### config.mk
export PLATFORM = sky130hd
export DESIGN_NAME = intc_top
export DESIGN_NICKNAME = d
export VERILOG_FILES = /design/src/rtl/intc_pkg.sv /design/src/rtl/intc_regs.sv /design/src/rtl/intc_arb.sv /design/src/rtl/intc_seq.sv /design/src/rtl/intc_top.sv
export SDC_FILE = /design/constraint.sdc
export NUM_CORES = 1
export LEC_CHECK = 0
export BUFFER_PORTS_ARGS = -buffer_cell sky130_fd_sc_hd__clkbuf_2
export CORE_MARGIN = 2
export CORE_UTILIZATION = 40
export CTS_BUF_LIST = sky130_fd_sc_hd__clkbuf_4 sky130_fd_sc_hd__clkbuf_8
export CTS_CLUSTER_DIAMETER = 40
export DETAILED_ROUTE_END_ITERATION = 12
export SYNTH_ARGS = -nofsm -noshare
export SYNTH_HDL_FRONTEND = slang
export SYNTH_SLANG_ARGS = --single-unit
### constraint.sdc
create_clock -name clk -period 5.2 [get_ports clk]
set_input_delay 0.78 -clock clk [delete_from_list [all_inputs] [get_ports clk]]
set_output_delay 0.78 -clock clk [all_outputs]
set_load 0.03 [all_outputs]
### src/rtl/intc_pkg.sv
package intc_pkg;

   // Status word layout, MSB first: a2 a1 e2 e1
   typedef struct packed {
      logic a2;
      logic a1;
      logic e2;
      logic e1;
   } intc_sts_t;

   localparam int REG_AW = 3;

   localparam logic [REG_AW-1:0] ADDR_ENA   = 3'd0;
   localparam logic [REG_AW-1:0] ADDR_LVL   = 3'd1;
   localparam logic [REG_AW-1:0] ADDR_STS   = 3'd2;
   localparam logic [REG_AW-1:0] ADDR_SAV1  = 3'd3;
   localparam logic [REG_AW-1:0] ADDR_SAV2  = 3'd4;
   localparam logic [REG_AW-1:0] ADDR_CAUSE = 3'd5;
   localparam logic [REG_AW-1:0] ADDR_CFG   = 3'd6;

endpackage

### src/rtl/intc_regs.sv
module intc_regs
   import intc_pkg::*;
#(
   parameter int NUM_LINES  = 32,
   parameter int RSVD_LINES = 3,
   parameter int DW         = 32
) (
   input  logic                 clk,
   input  logic                 rst_n,
   input  logic                 wr_en,
   input  logic [REG_AW-1:0]    addr,
   input  logic [DW-1:0]        wdata,
   output logic [NUM_LINES-1:0] ena_q,
   output logic [NUM_LINES-1:0] lvl_q
);

   logic wr_ena;
   logic wr_lvl;

   assign wr_ena = wr_en && (addr == ADDR_ENA);
   assign wr_lvl = wr_en && (addr == ADDR_LVL);

   for (genvar i = 0; i < NUM_LINES; i++) begin : g_line
      if (i < RSVD_LINES) begin : g_rsvd
         logic unused_wbit;
         assign unused_wbit = wdata[i];
         assign ena_q[i]    = 1'b0;
         assign lvl_q[i]    = 1'b0;
      end else begin : g_live
         logic ena_r;
         logic lvl_r;
         always_ff @(posedge clk or negedge rst_n) begin
            if (!rst_n) begin
               ena_r <= 1'b0;
               lvl_r <= 1'b0;
            end else begin
               if (wr_ena) ena_r <= wdata[i];
               if (wr_lvl) lvl_r <= wdata[i];
            end
         end
         assign ena_q[i] = ena_r;
         assign lvl_q[i] = lvl_r;
      end
   end

   if (DW > NUM_LINES) begin : g_wide
      logic unused_upper;
      assign unused_upper = ^wdata[DW-1:NUM_LINES];
   end

endmodule

### src/rtl/intc_arb.sv
module intc_arb #(
   parameter int NUM_LINES = 32,
   localparam int VEC_W    = $clog2(NUM_LINES)
) (
   input  logic [NUM_LINES-1:0] pend,
   output logic                 hit,
   output logic [VEC_W-1:0]     idx
);

   // Scan from the top so that the last assignment is the lowest set bit
   always_comb begin
      hit = |pend;
      idx = '0;
      for (int i = NUM_LINES - 1; i >= 0; i--) begin
         if (pend[i]) idx = VEC_W'(i);
      end
   end

endmodule

### src/rtl/intc_seq.sv
module intc_seq
   import intc_pkg::*;
#(
   parameter int NUM_LINES = 32,
   localparam int VEC_W    = $clog2(NUM_LINES)
) (
   input  logic             clk,
   input  logic             rst_n,
   input  logic             wr_en,
   input  logic             wr_sts,
   input  logic             wr_sav1,
   input  logic             wr_sav2,
   input  logic [3:0]       wdata,
   input  logic             p1_hit,
   input  logic [VEC_W-1:0] p1_idx,
   input  logic             p2_hit,
   input  logic [VEC_W-1:0] p2_idx,
   input  logic             ret_l1,
   input  logic             ret_l2,
   output intc_sts_t        sts_q,
   output intc_sts_t        sav1_q,
   output intc_sts_t        sav2_q,
   output logic [VEC_W-1:0] cause_q,
   output logic             take_q,
   output logic             take_l2_q
);

   logic quiet;
   logic go1;
   logic go2;

   assign quiet = wr_en | ret_l1 | ret_l2;
   assign go2   = !quiet && sts_q.e2 && !sts_q.a2 && p2_hit;
   assign go1   = !quiet && !go2 && sts_q.e1 && !sts_q.a1 && !sts_q.a2 && p1_hit;

   always_ff @(posedge clk or negedge rst_n) begin
      if (!rst_n) begin
         sts_q     <= '0;
         sav1_q    <= '0;
         sav2_q    <= '0;
         cause_q   <= '0;
         take_q    <= 1'b0;
         take_l2_q <= 1'b0;
      end else begin
         take_q    <= go1 | go2;
         take_l2_q <= go2;

         if (wr_sts)      sts_q    <= intc_sts_t'(wdata);
         else if (ret_l2) sts_q    <= sav2_q;
         else if (ret_l1) sts_q    <= sav1_q;
         else if (go2)    sts_q.a2 <= 1'b1;
         else if (go1)    sts_q.a1 <= 1'b1;

         if (wr_sav1)  sav1_q <= intc_sts_t'(wdata);
         else if (go1) sav1_q <= sts_q;

         if (wr_sav2)  sav2_q <= intc_sts_t'(wdata);
         else if (go2) sav2_q <= sts_q;

         if (go2)      cause_q <= p2_idx;
         else if (go1) cause_q <= p1_idx;
      end
   end

endmodule

### src/rtl/intc_top.sv
module intc_top
   import intc_pkg::*;
#(
   parameter int NUM_LINES  = 32,
   parameter int RSVD_LINES = 3,
   parameter int DW         = 32,
   localparam int VEC_W     = $clog2(NUM_LINES)
) (
   input  logic                 clk,
   input  logic                 rst_n,
   input  logic [NUM_LINES-1:0] irq_req,
   input  logic                 reg_wr,
   input  logic [REG_AW-1:0]    reg_addr,
   input  logic [DW-1:0]        reg_wdata,
   output logic [DW-1:0]        reg_rdata,
   input  logic                 ret_l1,
   input  logic                 ret_l2,
   output logic                 take_irq,
   output logic [VEC_W-1:0]     take_vec,
   output logic                 take_lvl2
);

   if (!(NUM_LINES == 8 || NUM_LINES == 16 || NUM_LINES == 32)) begin : g_bad_lines
      $error("intc_top: NUM_LINES must be 8, 16 or 32");
   end
   if (RSVD_LINES >= NUM_LINES) begin : g_bad_rsvd
      $error("intc_top: RSVD_LINES must be below NUM_LINES");
   end
   if (DW < NUM_LINES) begin : g_bad_dw
      $error("intc_top: DW must cover NUM_LINES");
   end

   logic [NUM_LINES-1:0] ena_q;
   logic [NUM_LINES-1:0] lvl_q;
   logic [NUM_LINES-1:0] pend;
   logic                 p1_hit;
   logic                 p2_hit;
   logic [VEC_W-1:0]     p1_idx;
   logic [VEC_W-1:0]     p2_idx;
   intc_sts_t            sts_q;
   intc_sts_t            sav1_q;
   intc_sts_t            sav2_q;
   logic [VEC_W-1:0]     cause_q;
   logic [1:0]           cfg_code;

   if (NUM_LINES == 8) begin : g_cfg8
      assign cfg_code = 2'd2;
   end else if (NUM_LINES == 16) begin : g_cfg16
      assign cfg_code = 2'd0;
   end else begin : g_cfg32
      assign cfg_code = 2'd1;
   end

   intc_regs #(
      .NUM_LINES (NUM_LINES),
      .RSVD_LINES(RSVD_LINES),
      .DW        (DW)
   ) u_regs (
      .clk  (clk),
      .rst_n(rst_n),
      .wr_en(reg_wr),
      .addr (reg_addr),
      .wdata(reg_wdata),
      .ena_q(ena_q),
      .lvl_q(lvl_q)
   );

   assign pend = irq_req & ena_q;

   intc_arb #(.NUM_LINES(NUM_LINES)) u_arb_l1 (
      .pend(pend & ~lvl_q),
      .hit (p1_hit),
      .idx (p1_idx)
   );

   intc_arb #(.NUM_LINES(NUM_LINES)) u_arb_l2 (
      .pend(pend & lvl_q),
      .hit (p2_hit),
      .idx (p2_idx)
   );

   intc_seq #(.NUM_LINES(NUM_LINES)) u_seq (
      .clk      (clk),
      .rst_n    (rst_n),
      .wr_en    (reg_wr),
      .wr_sts   (reg_wr && reg_addr == ADDR_STS),
      .wr_sav1  (reg_wr && reg_addr == ADDR_SAV1),
      .wr_sav2  (reg_wr && reg_addr == ADDR_SAV2),
      .wdata    (reg_wdata[3:0]),
      .p1_hit   (p1_hit),
      .p1_idx   (p1_idx),
      .p2_hit   (p2_hit),
      .p2_idx   (p2_idx),
      .ret_l1   (ret_l1),
      .ret_l2   (ret_l2),
      .sts_q    (sts_q),
      .sav1_q   (sav1_q),
      .sav2_q   (sav2_q),
      .cause_q  (cause_q),
      .take_q   (take_irq),
      .take_l2_q(take_lvl2)
   );

   assign take_vec = cause_q;

   always_comb begin
      case (reg_addr)
         ADDR_ENA:   reg_rdata = DW'(ena_q);
         ADDR_LVL:   reg_rdata = DW'(lvl_q);
         ADDR_STS:   reg_rdata = DW'(sts_q);
         ADDR_SAV1:  reg_rdata = DW'(sav1_q);
         ADDR_SAV2:  reg_rdata = DW'(sav2_q);
         ADDR_CAUSE: reg_rdata = DW'(cause_q);
         ADDR_CFG:   reg_rdata = DW'(cfg_code);
         default:    reg_rdata = '0;
      endcase
   end

endmodule

==> After elaboration in Yosys (flattened, before gate mapping) <==
Cells that the tools add are included.
{ "totals": {"ff_bits": 77, "in_bits": 72, "output_inout_bits": 39} }
{ "classes": {"eq_ne": 7, "muxes": 78, "bitwise": 7, "reduce_logical": 27} }
{ "ops": {"columns": ["cell", "count"], "rows": [
  ["$mux 5", 66],
  ["$pmux 32 s7", 1],
  ["$and 32x32->32", 3],
  ["$reduce_or 32->1", 2],
  ["$not 32->32", 1],
  ["$mux 4", 6],
  ["$logic_and 1x1->1", 13],
  ["$eq 3x3->1 const B", 3],
  ["$reduce_bool 4->1", 2],
  ["$eq 3x2->1 const B", 2],
  ["$reduce_bool 2->1", 3],
  ["$logic_not 1->1", 4],
  ["$mux 2", 2],
  ["$ne 4x3->1 const B", 1],
  ["$eq 3x1->1 const B", 1],
  ["$logic_not 3->1", 1],
  ["$mux 1", 3],
  ["$or 1x1->1", 3],
  ["$reduce_bool 3->1", 1],
  ["$reduce_and 2->1", 1]
]} }

==> Longest topological paths before layout <==
Gate-level depths: netlist of run 1.
{ "logic_depth": {"ltp_word": 36, "ltp_mapped": 8, "depth_no_buf": 7} }

==> Cells and area by module <==
Synthesis of run 1 repeated with hierarchy kept, for this count alone.
{ "unflattened": {"cells_unflattened": 586, "area_unflattened_um2": 5566.6} }
{ "modules_own_cells": {"columns": ["mod", "instances", "cells_each", "area_each_um2", "seq_area_each_um2"], "rows": [
  ["intc_regs", 1, 189, 2720.1, 1451.4],
  ["intc_top", 1, 165, 1077.3, 0.0],
  ["intc_seq", 1, 102, 998.5, 475.5],
  ["intc_arb", 2, 65, 385.4, 0.0]
]} }

==> Least setup slack after synthesis of run 1 <==
Ideal clock, no wire load.
{ "synth_timing": {"path_type": "input to output", "startpoint": "input reg_addr[0]", "endpoint": "output reg_rdata[11]", "t_arrival_ns": 2.134, "required_time_ns": 4.420, "slack_ns": 2.286, "path_stages": 4, "n_path_buf": 2, "path_cell_list": "clkbuf_1 nor3b_2 clkbuf_1 a22o_1"} }
{ "synth_via": {"elab_chain_cells": 2, "word_cells_on_any_way": 8} }
{ "synth_lines": {"columns": ["element", "line_no", "rtl"], "rows": [
  ["start: declaration", "intc_top.sv:13", "input logic [REG_AW-1:0] reg_addr,"],
  ["$eq 3x3->1 (tied with other cells)", "intc_top.sv:107", "case (reg_addr)"],
  ["$pmux 32 s7 (*)", "intc_top.sv:107", null],
  ["end: declaration", "intc_top.sv:15", "output logic [DW-1:0] reg_rdata,"]
]} }
Every way passes the cells marked *; elsewhere a longest branch is shown, timed or not.

==> Worst setup path after layout of run 1 <==
{ "layout_timing": {"startpoint": "input reg_addr[0]", "endpoint": "output reg_rdata[18]"} }
The elaborated chain is that of the path after synthesis.

==> results of run 1 <==
-- through the flow --
step	std cells	total power [uW]	hold WS (ps)
5_1_grt	711	2170	576
3_5_place_dp	695	1610	508
3_3_place_gp	695	1590	502
6_report	711	2040	524
4_1_cts	711	2050	525
2_1_floorplan	462	1380	484
-- cells in the final DEF, fill, tap and decap left out, types with 3 or more instances in the layout --
master,n
a31oi_1,5
nand2_1,43
o21ai_0,20
and3b_1,11
a211oi_1,4
nand4_1,8
mux2i_1,8
mux2_2,60
buf_4,3
a22o_1,27
o211ai_1,3
clkbuf_8,11
o31ai_1,7
inv_1,6
a21oi_1,22
nand3b_1,20
nor3_1,6
nor2_1,22
nand2b_1,4
nor4_1,4
nor2b_1,6
and3_1,7
nand3_1,30
clkbuf_4,4
clkbuf_2,106
dfrtp_1,77
a221oi_1,3
-- flip-flops by register name (all words and copies together) (netlist names) --
name / count
u_regs.g_line.g_live.ena_r: 29
u_regs.g_line.g_live.lvl_r: 29
u_seq.cause_q: 5
u_seq.sav1_q: 4
u_seq.sav2_q: 4
u_seq.sts_q: 4
u_seq.take_l2_q: 1
u_seq.take_q: 1
-- worst register-to-register path, stage by stage, from the launching register on --
cell     delay (ps)
dfrtp_1         460
and3_1          200
or2_2           330
nor3_1          370
a31oi_2         440
nor2b_4         370
mux2i_1         220
a21oi_1          80
-- logic make-up after synthesis --
group,Yosys count,share of synthesized area (%)
AND/OR/NAND/NOR,179,22.1
AO/OA/AOI/OAI,112,17.1
flip-flops,77,41.6
multiplexers,69,16.8
buffers and inverters,25,2.33
-- report_power, final --
group | leakage, uW | total (uW) | switching, uW | internal [uW]
logic | 0.00154 | 708 | 394 | 315
registers | 0.000932 | 897 | 152 | 745
clock network | 0.000101 | 431 | 210 | 221
-- layout make-up --
| cell class | count | share of cell area, % |
|---|---|---|
| flip-flops and latches | 77 | 35.2 |
| inverters | 6 | 0.411 |
| clock buffers | 15 | 3.31 |
| multi-input cells | 360 | 47.6 |
| well taps | 143 | 3.27 |
| clock inverters | 1 | 0.0914 |
| repair buffers | 109 | 10.1 |
-- cell usage after synthesis (all sizes together) (2+ instances only) --
master	number
nand4	8
nor4	5
and3	7
or2	3
o2111ai	2
clkbuf	13
a22o	27
nor2	22
and3b	11
mux2i	8
inv	6
nand4bb	2
and2	4
o21ai	20
dfrtp	77
a21oi	22
nor3	7
a211oi	4
nand3	30
a22oi	2
nand2	43
nand3b	20
o22ai	2
o211ai	3
a31oi	6
o31ai	7
buf	6
nand2b	4
nand4b	2
nor2b	7
mux2	60
a221oi	3
-- metal layers --
layer / GRT usage (%) / up-vias
met5: 0 / -
met4: 4.36 / 0
li1: - / 1959
met3: 5.61 / 5
met1: 28.1 / 2013
met2: 34.4 / 111
-- worst max path at each step --
stage / startpoint / endpoint / slack [ps] / depth (start not counted)
final: reg_addr[0] / reg_rdata[18] / 1880 / 5
after global routing: reg_addr[0] / reg_rdata[18] / 1770 / 5
after CTS: reg_addr[0] / reg_rdata[18] / 1890 / 5
after detailed placement: reg_addr[0] / reg_rdata[9] / 1900 / 5
after global placement: reg_addr[0] / reg_rdata[18] / 1850 / 5
after floorplan: reg_addr[0] / reg_rdata[11] / 2290 / 4
==> results.toml, run 1 <==
[status]
status = "complete, no violations"

[clock_network]
cts_tree = "built"
clkTransAtPathRegs_ps = 80
insertion_delay_ps = 360
cts-buffers-inserted = 9
clockRootBuffer = "clkbuf_8"
htree_levels = 3
cts_sinks = 77
cts-resized-gates = 0
cts_setup_buffers = 0
cts.path.max_buffers = 2
cts_hold_buf = 0

[power_and_ir_drop]
ir_drop_mv = 0.195
leakage_uw = 0.00258
p_per_area_nw_per_um2 = 372

[critical_path]
cp.buffers_inverters = 3
worstSetupPathType = "in -> out"
cp-end-kind = "primary output"
max_stage_delay_ps = 660
crit_arrival_ps = 2540
crit_path_frequent_cell = "clkbuf_2"
worst-r2r-setup-slack_ps = 2600
rr_startpoint = "u_regs.g_line[4].g_live.ena_r$_DFFE_PN0P_"
cp_max_fo = 17
regToRegEndpoint = "u_seq.sav1_q[1]$_DFFE_PN0P_"
cpLargestDelayFamily = "buffers and inverters"
reg2reg_depth = 7
critical_path_required_ps = 4420
crit_path_top_delay_cell = "nor3b_4"
startpoint_type = "input port"
path_cells = "clkbuf_2 -> nor3b_4 -> buf_4 -> a22o_1 -> clkbuf_2"

[route]
drt_wl_total_um = 12700
drt-met1-wl_um = 5900
wl_per_cell_um = 17.9
ant_nets = 0
drtIter0Drc = 305
wl_met3_um = 673
met2_wirelength_um = 6070
drc = 0
via_count = 4088
top_layer_used = "met4"
vias_per_cell = 5.75
drt_pass1_iterations = 5

[synth]
synth_area_leaders = "dfrtp_1, mux2_2, a22o_1"
avgSynthCellArea_sq_um = 10.0
yosysTopAreaCellShare_pct = 41.6
ys_warn_count = 0
yosysTopAreaCell = "dfrtp_1"
ys_ff_latch = 77
synth-async-reset-ratio_pct = 100
synthCells = 462
synth.cell_area_sq_um = 4630
yosysSeqAreaShare_pct = 41.6
synth_edf_count = 0
syn_nets = 534
ys_types = 58
synthFlopType = "dfrtp_1"

[sta]
hold_violations = 0
tightest_slew_ps = 991
period_minus_slack_ps = 3320
setup_tns_ps = 0
fin_skew_ps = 9.88
setup_viol = 0
final.setup.worst_slack_ps = 1880
slew_headroom_pct = 33.9
period_share_pct = 63.8
rsz0062_at_grt = "no"
drv_slew = 0
fmax_ghz = 0.302

[placement]
place.port_buffers = 107
placed_cell_area_sq_um = 5290
gp_congestion = 0.842
dpl.hpwl_um = 9390
dpl_worst_slack_ps = 1900

[final_layout]
final_nets = 635
design_area_sq_um = 5480
regArea_sq_um = 1930
post-route-util_pct = 48.2
multi_input_area_sq_um = 2610
antennaDiodeCount = 0
areaGrowthSynthToFinish_pct = 18.3
n_fill_cell = 1121
drive_gt1_share_pct = 34.7

[floorplanning]
dieHeight_um = 112
core_sq_um = 11400
die_w_um = 112
dieArea_sq_um = 12400
initial_core_util_pct = 40.7
row_count = 39
ios = 111

[worst_hold_path]
hp-start = "u_seq.cause_q[3]$_DFFE_PN0P_"
hold_class = "reg -> reg"
whs_path_depth = 2
holdPathEnd = "u_seq.cause_q[3]$_DFFE_PN0P_"

[grt]
grt_max_degree = 78
antenna_found_initial = 0
grt-ovfl-total = 0
grt_usage_pct = 21.0
grt_pass1_wl_um = 20700
grt_pass1_vias = 4040

[flow_run]
drv_cap = 0
Power figures use the tool's default switching activity.
==> run 2: changes to the inputs <==
- clock period: 5.2 -> 3.15 ns (I/O delays scaled with it)
==> results.toml, run 2 (synthesized netlist as in run 1, its figures left out) <==
[floorplanning]
core_sq_um = 11400
initial_core_util_pct = 40.7
ios = 111
dieHeight_um = 112
dieArea_sq_um = 12400
row_count = 39
die_w_um = 112

[placement]
gp_congestion = 0.846
dpl.hpwl_um = 9600
place.port_buffers = 107
dpl_worst_slack_ps = 573

[critical_path]
startpoint_type = "flop"
cp-end-kind = "flop"
cp_max_fo = 11
worst-r2r-setup-slack_ps = 710
worstSetupPathType = "reg -> reg"
crit_arrival_ps = 2680
reg2reg_depth = 7
rr_startpoint = "u_regs.g_line[4].g_live.lvl_r$_DFFE_PN0P_"
regToRegEndpoint = "u_seq.sav1_q[1]$_DFFE_PN0P_"
critical_path_required_ps = 3390

[final_layout]
largestRegisters = "u_regs.g_line.g_live.ena_r: 29 flops, u_regs.g_line.g_live.lvl_r: 29 flops, u_seq.cause_q: 5 flops"
antennaDiodeCount = 0
areaGrowthSynthToFinish_pct = 19.4
final_nets = 641
layout_common_cells = "clkbuf_2, dfrtp_1, mux2_2"
drive_gt1_share_pct = 35.0
n_fill_cell = 1101
final_common_cell = "clkbuf_2"

[grt]
grt_usage_pct = 21.2
grt-ovfl-total = 0
grt_pass1_wl_um = 20900
grt_max_degree = 78
grt_pass1_vias = 4035
antenna_found_initial = 0

[route]
drt_wl_total_um = 12700
ant_nets = 0
via_count = 4092
wl_per_cell_um = 17.8
vias_per_cell = 5.71
drc = 0
drt_pass1_iterations = 4
drtIter0Drc = 272

[sta]
tightest_slew_ps = 991
slew_headroom_pct = 34.0
hold_violations = 0
period_share_pct = 77.6
rsz0062_at_grt = "no"
period_minus_slack_ps = 2440
setup_viol = 0
drv_slew = 0
final.setup.worst_slack_ps = 706
fin_skew_ps = 9.89
setup_tns_ps = 0
fmax_ghz = 0.409

[clock_network]
clockRootBuffer = "clkbuf_8"
cts.path.max_buffers = 2
htree_levels = 3
cts-resized-gates = 0
cts_hold_buf = 0
clkTransAtPathRegs_ps = 80
cts_sinks = 77
cts_setup_buffers = 0
cts_tree = "built"
insertion_delay_ps = 370
cts-buffers-inserted = 9

[power_and_ir_drop]
p_per_area_nw_per_um2 = 616
switching_share_pct = 37.1
pwr-share-comb_pct = 34.6
power.internal_uw = 2140
power.share.sequential_pct = 43.5
leakage_uw = 0.00261
ir_drop_mv = 0.395
netSwitchingPower_uw = 1260
pwr-share-clk_pct = 21.9

[worst_hold_path]
hold_class = "in -> async"

[flow_run]
drv_cap = 0

[status]
status = "complete, no violations"
run 2: how the worst max path moves through the flow:
stage | from | end | cells after the start
6_report | u_regs.g_line[4].g_live.lvl_r$_DFFE_PN0P_ | u_seq.sav1_q[1]$_DFFE_PN0P_ | 7
3_5_place_dp | irq_req[24] | u_seq.cause_q[0]$_DFFE_PN0P_ | 8
2_1_floorplan | reg_addr[0] | reg_rdata[11] | 4
3_3_place_gp | irq_req[24] | u_seq.cause_q[0]$_DFFE_PN0P_ | 8
4_1_cts | u_regs.g_line[4].g_live.lvl_r$_DFFE_PN0P_ | u_seq.sav1_q[1]$_DFFE_PN0P_ | 7
5_1_grt | u_regs.g_line[4].g_live.ena_r$_DFFE_PN0P_ | u_seq.sav1_q[1]$_DFFE_PN0P_ | 7
run 2: layer usage:
metal | vias up | share of wire [%] | track usage [%]
met5 | - | 0 | 0
met4 | 0 | 0.60 | 4.20
met3 | 6 | 5.5 | 7.24
met2 | 107 | 48 | 34.5
met1 | 2008 | 46 | 27.9
li1 | 1971 | - | -
run 2: power groups by stage:
| stage | Sequential [uW] | Clock [uW] | Combinational [uW] |
|---|---|---|---|
| 6_report | 1480 | 744 | 1180 |
| 3_3_place_gp | 1470 | 0 | 1160 |
| 4_1_cts | 1480 | 773 | 1190 |
| 5_1_grt | 1520 | 823 | 1300 |
| 3_5_place_dp | 1500 | 0 | 1180 |
| 2_1_floorplan | 1480 | 0 | 799 |
run 2: area by class of cell:
cell class              count  area, sq um  share of cell area (%)
well taps                 143          179                    3.24
clock inverters             5         50.0                   0.906
repair buffers            115          598                    10.8
flip-flops and latches     77         1930                    34.9
inverters                   6         22.5                   0.408
multi-input cells         360         2610                    47.1
clock buffers              11          145                    2.63
run 2: stage by stage:
stage	total power [uW]	instance area (sq um)	std cells	hold slack, ps	utilization (%)
after detailed placement	2670	5330	701	525	46.9
after global placement	2630	5330	701	512	46.9
after global routing	3650	5530	717	317	48.6
after CTS	3430	5530	717	289	48.6
final	3400	5530	717	261	48.6
after floorplan	2280	4630	462	177	-
run 2: critical path, cell delays in order, from the launching register on:
cell,delay (ps)
dfrtp_1,460
and3_1,190
or2_2,330
nor3_1,390
a31oi_2,330
nor2b_4,310
mux2i_1,210
a21oi_1,80
==> run 3: changes to the inputs <==
- ABC_AREA: unset -> 1
- clock period: 3.15 -> 2.3 ns (I/O delays scaled with it)
==> results.toml, run 3 <==
[synth]
synth_edf_count = 0
ys_ff_latch = 77
synth_area_leaders = "dfrtp_1, nand2_1, o21ai_0"
ys_types = 35
yosysTopAreaCellShare_pct = 41.3
synth_common_cells = "nand2_1, o21ai_0, inv_1"
synth_most_common_cell = "nand2_1"
yosysSeqAreaShare_pct = 41.3
synth.cell_area_sq_um = 4670
synthCells = 678
ys_warn_count = 0
yosysTopAreaCell = "dfrtp_1"
synth-async-reset-ratio_pct = 100
synthFlopType = "dfrtp_1"
avgSynthCellArea_sq_um = 6.89
syn_nets = 750

[sta]
fin_skew_ps = 15.6
rsz0062_at_grt = "yes"
period_minus_slack_ps = 2300
final.setup.worst_slack_ps = -1.27
fmax_ghz = 0.435
slew_headroom_pct = 65.1
drv_slew = 0
period_share_pct = 100
tightest_slew_ps = 523
setup_viol = 1
setup_tns_ps = -1.27
hold_violations = 0

[power_and_ir_drop]
leakage_uw = 0.00317
p_per_area_nw_per_um2 = 791
totalPowerFinal_uw = 4570
ir_drop_mv = 0.397

[grt]
antenna_found_initial = 0
grt_pass1_wl_um = 22400
grt-ovfl-total = 0
grt_pass1_vias = 4695
grt_usage_pct = 22.4
grt_max_degree = 42

[route]
drc = 0
drtIter0Drc = 264
wl_per_cell_um = 14.0
vias_per_cell = 5.14
drt_wl_total_um = 13400
drt_pass1_iterations = 5
ant_nets = 0
via_count = 4904

[critical_path]
crit_path_frequent_cell = "nand2_1"
cp-end-kind = "flop"
crit_arrival_ps = 2560
critical_path_required_ps = 2560
cp.buffers_inverters = 1
cpLargestDelayFamily = "simple AND/OR/NAND/NOR gates"
worstSetupPathType = "reg -> reg"
crit_path_top_delay_cell = "dfrtp_1"
startpoint_type = "flop"
cp_max_fo = 3
max_stage_delay_ps = 400
worst-r2r-setup-slack_ps = -1

[clock_network]
htree_levels = 3
clockRootBuffer = "clkbuf_8"
cts_tree = "built"
insertion_delay_ps = 380
clkTransAtPathRegs_ps = 80
cts_sinks = 77
cts.path.max_buffers = 2
cts-buffers-inserted = 9

[final_layout]
areaGrowthSynthToFinish_pct = 23.8
final_nets = 879
fin_cells = 955
drive_gt1_share_pct = 22.9
post-route-util_pct = 50.6
largestRegisters = "u_regs.g_line.g_live.ena_r: 29 flops, u_regs.g_line.g_live.lvl_r: 29 flops, u_seq.cause_q: 5 flops"
design_area_sq_um = 5780
antennaDiodeCount = 0
n_fill_cell = 1194
final_common_cell = "nand2_1"
layout_common_cells = "nand2_1, clkbuf_2, o21ai_0"

[floorplanning]
dieArea_sq_um = 12600
ios = 111
die_w_um = 112
core_sq_um = 11400
dieHeight_um = 112
initial_core_util_pct = 40.9
row_count = 39

[placement]
place_inst = 936
placed_cell_area_sq_um = 5520
dpl.hpwl_um = 10300
place.port_buffers = 107
gp_congestion = 0.936

[status]
status = "finished, violations left"
violations = "negative setup slack"

[flow_run]
drv_cap = 0

[worst_hold_path]
hold_class = "in -> reg"
==> run 3: metrics by stage <==
step	setup WS, ps	hold WS, ps
detailed placement	32.9	352
finish	-1.27	210
global placement	15.9	349
CTS	16.3	191
floorplan	210	49.4
global route	-364	204
==> run 3: tightest hold or removal path: cells and delay by family <==
kind | cells | cell delay [ps]
compound gates | 1 | 70
buf+inv | 2 | 130
==> run 3: cell families (layout without fill, tap and decap cells) <==
| kind of cell | count (synthesis) | in the layout | share of synthesized area, % |
|---|---|---|---|
| compound gates | 136 | 136 | 16.5 |
| buf+inv | 125 | 259 | 10.3 |
| flops | 77 | 77 | 41.3 |
| simple gates | 340 | 340 | 31.9 |
==> run 3: where the power goes <==
part | internal (uW) | switching [uW]
combinational | 586 | 1010
clock | 552 | 520
sequential | 1640 | 268
total | 2780 | 1790
==> run 3: worst paths after layout <==
path / startpoint / end / cells past startpoint
min in group asynchronous: rst_n / u_regs.g_line[27].g_live.lvl_r$_DFFE_PN0P_ / 2
worst max register to register: u_regs.g_line[30].g_live.lvl_r$_DFFE_PN0P_ / u_seq.cause_q[0]$_DFFE_PN0P_ / 32
worst min-delay path: reg_wdata[15] / u_regs.g_line[15].g_live.lvl_r$_DFFE_PN0P_ / 3
worst max-delay path: u_regs.g_line[30].g_live.lvl_r$_DFFE_PN0P_ / u_seq.cause_q[0]$_DFFE_PN0P_ / 32
max in group asynchronous: rst_n / u_regs.g_line[5].g_live.lvl_r$_DFFE_PN0P_ / 3
worst min register to register: u_seq.sav2_q[3]$_DFFE_PN0P_ / u_seq.sav2_q[3]$_DFFE_PN0P_ / 2
==> run 3: what timing repair did <==
item | CTS | global route
endpoints found under the setup margin | 0 | 10
gates resized for setup | 0 | 8
hold endpoints to repair | 36 | 0
setup buffers | 0 | 2
hold buffers | 1 | 0
==> run 3: layout make-up <==
cell class | count | area (sq um) | share of cell area, %
multi-input cells | 476 | 2300 | 39.7
flip-flops and latches | 77 | 1930 | 33.3
repair buffers | 134 | 756 | 13.1
inverters | 109 | 423 | 7.31
well taps | 143 | 179 | 3.09
clock buffers | 12 | 153 | 2.64
clock inverters | 4 | 47.5 | 0.822
==> run 3: routing by layer <==
layer | up-vias | global-route usage, % | part of all wire, %
li1 | 2470 | - | -
met1 | 2281 | 31.2 | 46
met2 | 138 | 35.4 | 47
met3 | 15 | 3.94 | 5.2
met4 | 0 | 7.80 | 1.8
met5 | - | 0 | 0
